[config.mk]
export PLATFORM = sky130hd
export DESIGN_NAME = clk_post_div
export DESIGN_NICKNAME = d
export VERILOG_FILES = /design/src/rtl/pdiv_pkg.sv /design/src/rtl/pdiv_cfg_hold.sv /design/src/rtl/pdiv_count.sv /design/src/rtl/pdiv_gate.sv /design/src/rtl/clk_post_div.sv
export SDC_FILE = /design/constraint.sdc
export NUM_CORES = 1
export LEC_CHECK = 0
export BUFFER_PORTS_ARGS = -buffer_cell sky130_fd_sc_hd__buf_2
export CORE_MARGIN = 8
export CORE_UTILIZATION = 37
export DETAILED_ROUTE_END_ITERATION = 6
export GPL_TIMING_DRIVEN = 0
export PLACE_DENSITY = 0.61
export SLEW_MARGIN = 20
export SYNTH_ARGS = -nofsm -noshare
export SYNTH_HDL_FRONTEND = slang
export SYNTH_SLANG_ARGS = --single-unit
export TNS_END_PERCENT = 50
[constraint.sdc]
create_clock -name clk -period 3.62 [get_ports clk]
set_input_delay 0.362 -clock clk [delete_from_list [all_inputs] [get_ports clk]]
set_output_delay 0.362 -clock clk [all_outputs]
set_load 0.01 [all_outputs]
[src/rtl/pdiv_pkg.sv]
package pdiv_pkg;

    localparam int Q_W = 10;
    localparam int R_W = Q_W + 1;

    typedef enum logic [1:0] {
        PD_OFF  = 2'b00,
        PD_BYP  = 2'b01,
        PD_HALF = 2'b10,
        PD_PROG = 2'b11
    } pd_mode_e;

    typedef struct packed {
        pd_mode_e       mode;
        logic [R_W-1:0] ratio;
        logic [R_W-1:0] high;
    } pd_cfg_t;

    function automatic logic [R_W-1:0] ratio_of(pd_mode_e m, logic [Q_W-1:0] q);
        logic [R_W-1:0] r;
        case (m)
            PD_OFF:  r = '0;
            PD_BYP:  r = R_W'(1);
            PD_HALF: r = R_W'(2);
            default: r = R_W'(q) + R_W'(2);
        endcase
        return r;
    endfunction

    function automatic logic [R_W-1:0] high_of(logic [R_W-1:0] r);
        logic [R_W:0] t;
        t = {1'b0, r} + (R_W+1)'(1);
        return t[R_W:1];
    endfunction

    function automatic logic is_div(pd_mode_e m);
        return (m == PD_HALF) || (m == PD_PROG);
    endfunction

    function automatic pd_cfg_t decode(logic [1:0] sel, logic [Q_W-1:0] q);
        pd_cfg_t c;
        c.mode  = pd_mode_e'(sel);
        c.ratio = ratio_of(c.mode, q);
        c.high  = high_of(c.ratio);
        return c;
    endfunction

endpackage

[src/rtl/pdiv_cfg_hold.sv]
module pdiv_cfg_hold
    import pdiv_pkg::*;
(
    input  logic           clk,
    input  logic           rst,
    input  logic [1:0]     mode_sel,
    input  logic [Q_W-1:0] q_val,
    input  logic           wrap,
    output pd_cfg_t        cur_o,
    output pd_cfg_t        nxt_o
);
    pd_cfg_t pend;
    pd_cfg_t cur_r;
    pd_cfg_t reset_cfg;

    always_comb begin
        pend      = decode(mode_sel, q_val);
        reset_cfg = decode(2'b00, '0);
        nxt_o     = wrap ? pend : cur_r;
    end

    always_ff @(posedge clk) begin
        if (rst) cur_r <= reset_cfg;
        else     cur_r <= nxt_o;
    end

    assign cur_o = cur_r;

    // settings only move at a period boundary
    p_cfg_hold_r8: assert property (@(posedge clk) disable iff (rst)
        !wrap |=> $stable(cur_r));

endmodule

[src/rtl/pdiv_count.sv]
module pdiv_count
    import pdiv_pkg::*;
(
    input  logic    clk,
    input  logic    rst,
    input  pd_cfg_t cur,
    input  pd_cfg_t nxt,
    output logic    wrap,
    output logic    div_o
);
    logic [R_W-1:0] cnt;
    logic [R_W-1:0] n_cnt;
    logic           n_out;
    logic           out_r;

    always_comb begin
        wrap  = !is_div(cur.mode) || (cnt == cur.ratio - R_W'(1));
        n_cnt = wrap ? '0 : cnt + R_W'(1);
        n_out = is_div(nxt.mode) && (n_cnt < nxt.high);
    end

    always_ff @(posedge clk) begin
        if (rst) begin
            cnt   <= '0;
            out_r <= 1'b0;
        end else begin
            cnt   <= n_cnt;
            out_r <= n_out;
        end
    end

    assign div_o = out_r;

    // counter never leaves the programmed period
    p_cnt_in_range_r5: assert property (@(posedge clk) disable iff (rst)
        is_div(cur.mode) |-> (cnt < cur.ratio));

    // divide by 2 toggles every cycle once settled
    p_half_toggle_r4: assert property (@(posedge clk) disable iff (rst)
        (cur.mode == PD_HALF && $past(cur.mode) == PD_HALF) |-> (out_r != $past(out_r)));

    // high phase ends exactly after the rounded-up half
    p_high_len_r7: assert property (@(posedge clk) disable iff (rst)
        ($fell(out_r) && is_div(cur.mode)) |-> (cnt == cur.high));

endmodule

[src/rtl/pdiv_gate.sv]
module pdiv_gate (
    input  logic clk,
    input  logic rst,
    input  logic en_req,
    output logic en_o,
    output logic gclk_o
);
    logic en_n;

    always_ff @(negedge clk) begin
        if (rst) en_n <= 1'b0;
        else     en_n <= en_req;
    end

    assign en_o   = en_n;
    assign gclk_o = clk & en_n;

endmodule

[src/rtl/clk_post_div.sv]
module clk_post_div
    import pdiv_pkg::*;
(
    input  logic           clk,
    input  logic           rst,
    input  logic [1:0]     mode_sel,
    input  logic [Q_W-1:0] q_val,
    output logic           clk_out
);
    pd_cfg_t cur;
    pd_cfg_t nxt;
    logic    wrap;
    logic    div_q;
    logic    gate_en;
    logic    gclk;

    pdiv_cfg_hold u_hold (
        .clk      (clk),
        .rst      (rst),
        .mode_sel (mode_sel),
        .q_val    (q_val),
        .wrap     (wrap),
        .cur_o    (cur),
        .nxt_o    (nxt)
    );

    pdiv_count u_count (
        .clk   (clk),
        .rst   (rst),
        .cur   (cur),
        .nxt   (nxt),
        .wrap  (wrap),
        .div_o (div_q)
    );

    pdiv_gate u_gate (
        .clk    (clk),
        .rst    (rst),
        .en_req (cur.mode == PD_BYP),
        .en_o   (gate_en),
        .gclk_o (gclk)
    );

    assign clk_out = gclk | div_q;

    // pass-through gate and divider never drive together
    p_path_excl_r3: assert property (@(posedge clk) disable iff (rst)
        !(gate_en && div_q));

    // settled off mode keeps both paths quiet
    p_off_quiet_r2: assert property (@(posedge clk) disable iff (rst)
        (cur.mode == PD_OFF && $past(cur.mode) == PD_OFF) |-> (!div_q && !gate_en));

endmodule

==> results.txt <==
----------------------------------------------------
[Global routing]
  GRT Resource Usage Total ... 13.2%
  First-pass GRT wire length ... 10,200 um
  Total global routing overflow ... 0
  Number of global-route vias before repair ... 2,187
  Antenna violations before repair ... 0
  Largest net degree at the start of global routing ... 13

[Timing]
  Final hold slack ... 0.311 ns
  Final worst setup slack ... -0.145 ns
  Highest Clock Rate ... 266 MHz
  Clock period minus worst slack ... 3.77 ns
  Worst-Margin Slew ... 0.512 ns
  Setup skew after layout ... 0.0693 ns
  Period utilization ... 104%
  Max Slew Vio Count ... 0
  Final hold viol count ... 0
  Count of final setup violators ... 1
  RSZ-0062 raised after global routing ... true
  Worst slew margin relative to its limit ... 65.9%
  Setup_tns ... -0.145 ns

[Logic synthesis]
  Main combinational cell family by area after synthesis ... simple AND/OR/NAND/NOR gates
  Distinct cell type count after synthesis ... 44
  Fraction of synthesized cell area in xor and xnor cells ... 11.6%
  Register bit count reported by yosys ... 37
  Count of synthesis-stage warnings from yosys ... 0
  Multiplexer fraction of the synthesized cell area ... 8.68%
  Proportion of netlist area held by the largest area contributor ... 30.6%
  Synthesized Nets ... 311
  Cell count after synthesis ... 283
  Proportion of synthesized chip area in sequential cells ... 30.6%
  Largest area contributor in the netlist ... dfxtp_1
  Post-synthesis share of cell area spent on full adders, half adders and majority gates ... 7.24%
  Count of flip-flops with a built-in enable after synthesis ... 0
  Most frequently used cell type in the post-synthesis netlist ... nor2_1
  Basic-gate share of the synthesized area counting and, or, nand and nor cells ... 24.1%
  Most instantiated cells after synthesis ... nor2_1 (43), dfxtp_1 (37), mux2i_1 (21), nand2_1 (17)
  Top cells by area in the synthesized netlist ... dfxtp_1 (31%), mux2i_1 (8.7%), ha_1 (7.2%)
  Async set or reset register ratio after synthesis ... 0%
  Compound-Gate Fraction of Synth Area ... 12.7%
  Post-synth design cell area ... 0.00242 mm2
  Most frequently used flop master after synthesis ... dfxtp_1
  Average size of a mapped cell ... 8.56 um2

[Route]
  DRC violation count after routing ... 0
  Total wirelength of the detailed-routed design ... 6160 um
  Initial drt markers ... 119
  Total number of vias ... 2,156
  Number of vias per cell ... 5.46
  DR WL/cell ... 15.6 um
  Pre-Repair DR Iteration Count ... 4
  Final ANT Viol Nets ... 0

[Layout]
  End-of-flow core utilization ... 45.5%
  Number of non-filler instances in the completed layout ... 395
  Count of inserted antenna diode cells ... 0
  Ratio of cells with drive above 1 in the final layout ... 18.2%
  Area growth from synthesis to layout ... 19.4%
  Final net count ... 345
  Final instance area ... 0.00289 mm2

[Power and ir drop]
  Pwr Density ... 351 mW/mm2
  Sequential cell fraction of total power ... 42.4%
  Switching Share ... 27.8%
  Internal Dissipation ... 0.733 mW
  Leakage power summed over all cells ... 1.26 nW
  Worst vdd rail ir drop ... 0.000218 V
  Switching Power ... 0.282 mW
  Clock Power Share ... 39.4%
  Comb pwr share ... 18.3%

[Clock network]
  Clock-pin slew on the worst setup and hold paths ... 0.07 ns
  Hold-fix buffers at CTS ... 0
  Clock latency on the worst-skew pair ... 0.46 ns
  TritonCTS clock tree ... yes

[Floorplan]
  Width of the chip ... 96.9 um
  Total core area ... 0.00635 mm2
  Die area ... 0.00939 mm2
  Starting density of the core ... 38.1%
  Overall die height ... 96.9 um
  Num rows ... 29
  Number of I/O pins ... 15

[Worst setup path]
  Worst R2R Setup Slack ... -0.15 ns
  Critical Path End Type ... register
  R2r endpoint ... u_count.div_o
  Worst endpoint required time ... 3.94 ns
  Worst Path Arrival ... 4.08 ns
  Reg2Reg Launch Point ... u_hold.cur_o[12]
  FF-to-FF path depth ... 18
  Worst setup path startpoint ... u_hold.cur_o[12]
  Kind of critical path ... register to register
  Launching element type of the critical path ... register
  Largest fanout on the critical path ... 5

[Run]
  Number of max-cap violations ... 0

[Placement]
  Estimated wirelength of the detail-placed design ... 4590 um
  Placed Cells incl. Taps ... 373
  Port Buffers ... 13
  Placer's final routability congestion estimate ... 0.838
  Post-place instance area ... 0.00262 mm2

[Worst hold path]
  Worst hold path startpoint ... mode_sel[0]
  Class of the most critical hold timing path ... input pin to register
  Hold path cells ... 3

[Run status]
  Violated checks ... negative setup slack
  Result of the run ... finished with violations

----------------------------------------------------
## power groups by stage
stage / sequential [mW] / combinational [mW] / clock (mW)
floorplan: 0.436 / 0.127 / 0.00630
global placement: 0.439 / 0.164 / 0.00788
detailed placement: 0.439 / 0.166 / 0.00787
CTS: 0.430 / 0.185 / 0.415
global route: 0.431 / 0.205 / 0.431
finish: 0.430 / 0.185 / 0.400
## stage by stage
stage	setup WS, ns	total power, mW
after global routing	-0.336	1.07
after floorplan	0.00908	0.569
final	-0.145	1.01
after detailed placement	-0.514	0.614
after CTS	-0.164	1.03
after global placement	-0.418	0.611
## layout by cell type, fill, tap and decap left out, types with 2 or more instances in the layout
| master | count |
|---|---|
| or3_1 | 4 |
| a21oi_1 | 7 |
| and4_1 | 2 |
| a21o_1 | 7 |
| buf_2 | 14 |
| and3_1 | 4 |
| buf_6 | 2 |
| buf_8 | 2 |
| nor3b_1 | 4 |
| nand4_1 | 8 |
| dfxtp_4 | 3 |
| xnor2_1 | 16 |
| buf_12 | 2 |
| nor3_1 | 16 |
| nand3_1 | 12 |
| clkbuf_8 | 9 |
| nor2_1 | 43 |
| inv_2 | 2 |
| ha_1 | 13 |
| mux2i_1 | 20 |
| dfxtp_1 | 33 |
| buf_4 | 11 |
| xor2_1 | 15 |
| o21a_1 | 2 |
| inv_1 | 6 |
| a211oi_1 | 5 |
| nand2_1 | 17 |
| and2_1 | 2 |
| o311ai_0 | 2 |
| a2111oi_2 | 2 |
| clkbuf_1 | 6 |
| o21ai_0 | 4 |
## logic make-up (layout without fill, tap and decap cells)
group                      Yosys count  after routing
AOI/OAI and AO/OA                   41             41
xor gates and xnor gates            32             32
adders and majority gates           14             14
buffers and inverters               20             55
DFF                                 37             37
muxes                               21             21
and+or+nand+nor                    118            118
## final cells by class
class                           count  area (um2)
Buffer                             11        96.3
Clock buffer                       11         133
Clock inverter                      2        10.0
Fill cell                         605        3460
Inverter                            7        26.3
Multi-Input combinational cell    226        1610
Sequential cell                    37         753
Tap cell                           77        96.3
Timing Repair Buffer               24         163
## critical path: stages, from the launching register on
cell and delay [ns]:
dfxtp_4 0.36, inv_2 0.04, ha_4 0.16, or2_1 0.23, a2111oi_2 0.20, a211oi_1 0.08, or4_4 0.54, o31ai_4 0.19
buf_6 0.16, buf_12 0.11, mux2i_4 0.22, ha_1 0.26, a21o_1 0.16, a21o_1 0.18, a21oi_2 0.13, nor2_1 0.07
a2111oi_2 0.30, o21ai_1 0.15, a211oi_2 0.14
## worst max-delay path by stage
stage / to / slack [ns] / cells past startpoint
floorplan: u_count.div_o / 0.009 / 17
global placement: u_count.div_o / -0.42 / 19
detailed placement: u_count.div_o / -0.51 / 19
CTS: u_count.div_o / -0.16 / 18
global route: u_count.div_o / -0.34 / 18
finish: u_count.div_o / -0.15 / 18
## timing repair
item	in CTS	in global routing
pin swaps	6	2
setup buffers	12	0
endpoints found under the hold margin	0	0
gates cloned	0	0
gates resized for setup	8	2
endpoints found under the setup margin	1	1
## registers in the layout, summed over array words and instances, names as in the netlist, named ones only
| register | count |
|---|---|
| u_gate.en_o | 1 |
| u_count.div_o | 1 |
| u_hold.cur_o | 23 |
| u_count.cnt | 11 |
## per-layer routing
layer,up-vias,global-route usage [%],part of all wire (%)
met5,-,0,0
met1,1019,16.0,47
met2,47,22.0,48
met3,8,3.06,3.0
met4,0,4.73,1.3
li1,1082,-,-
(Power assumes the default switching activity.)
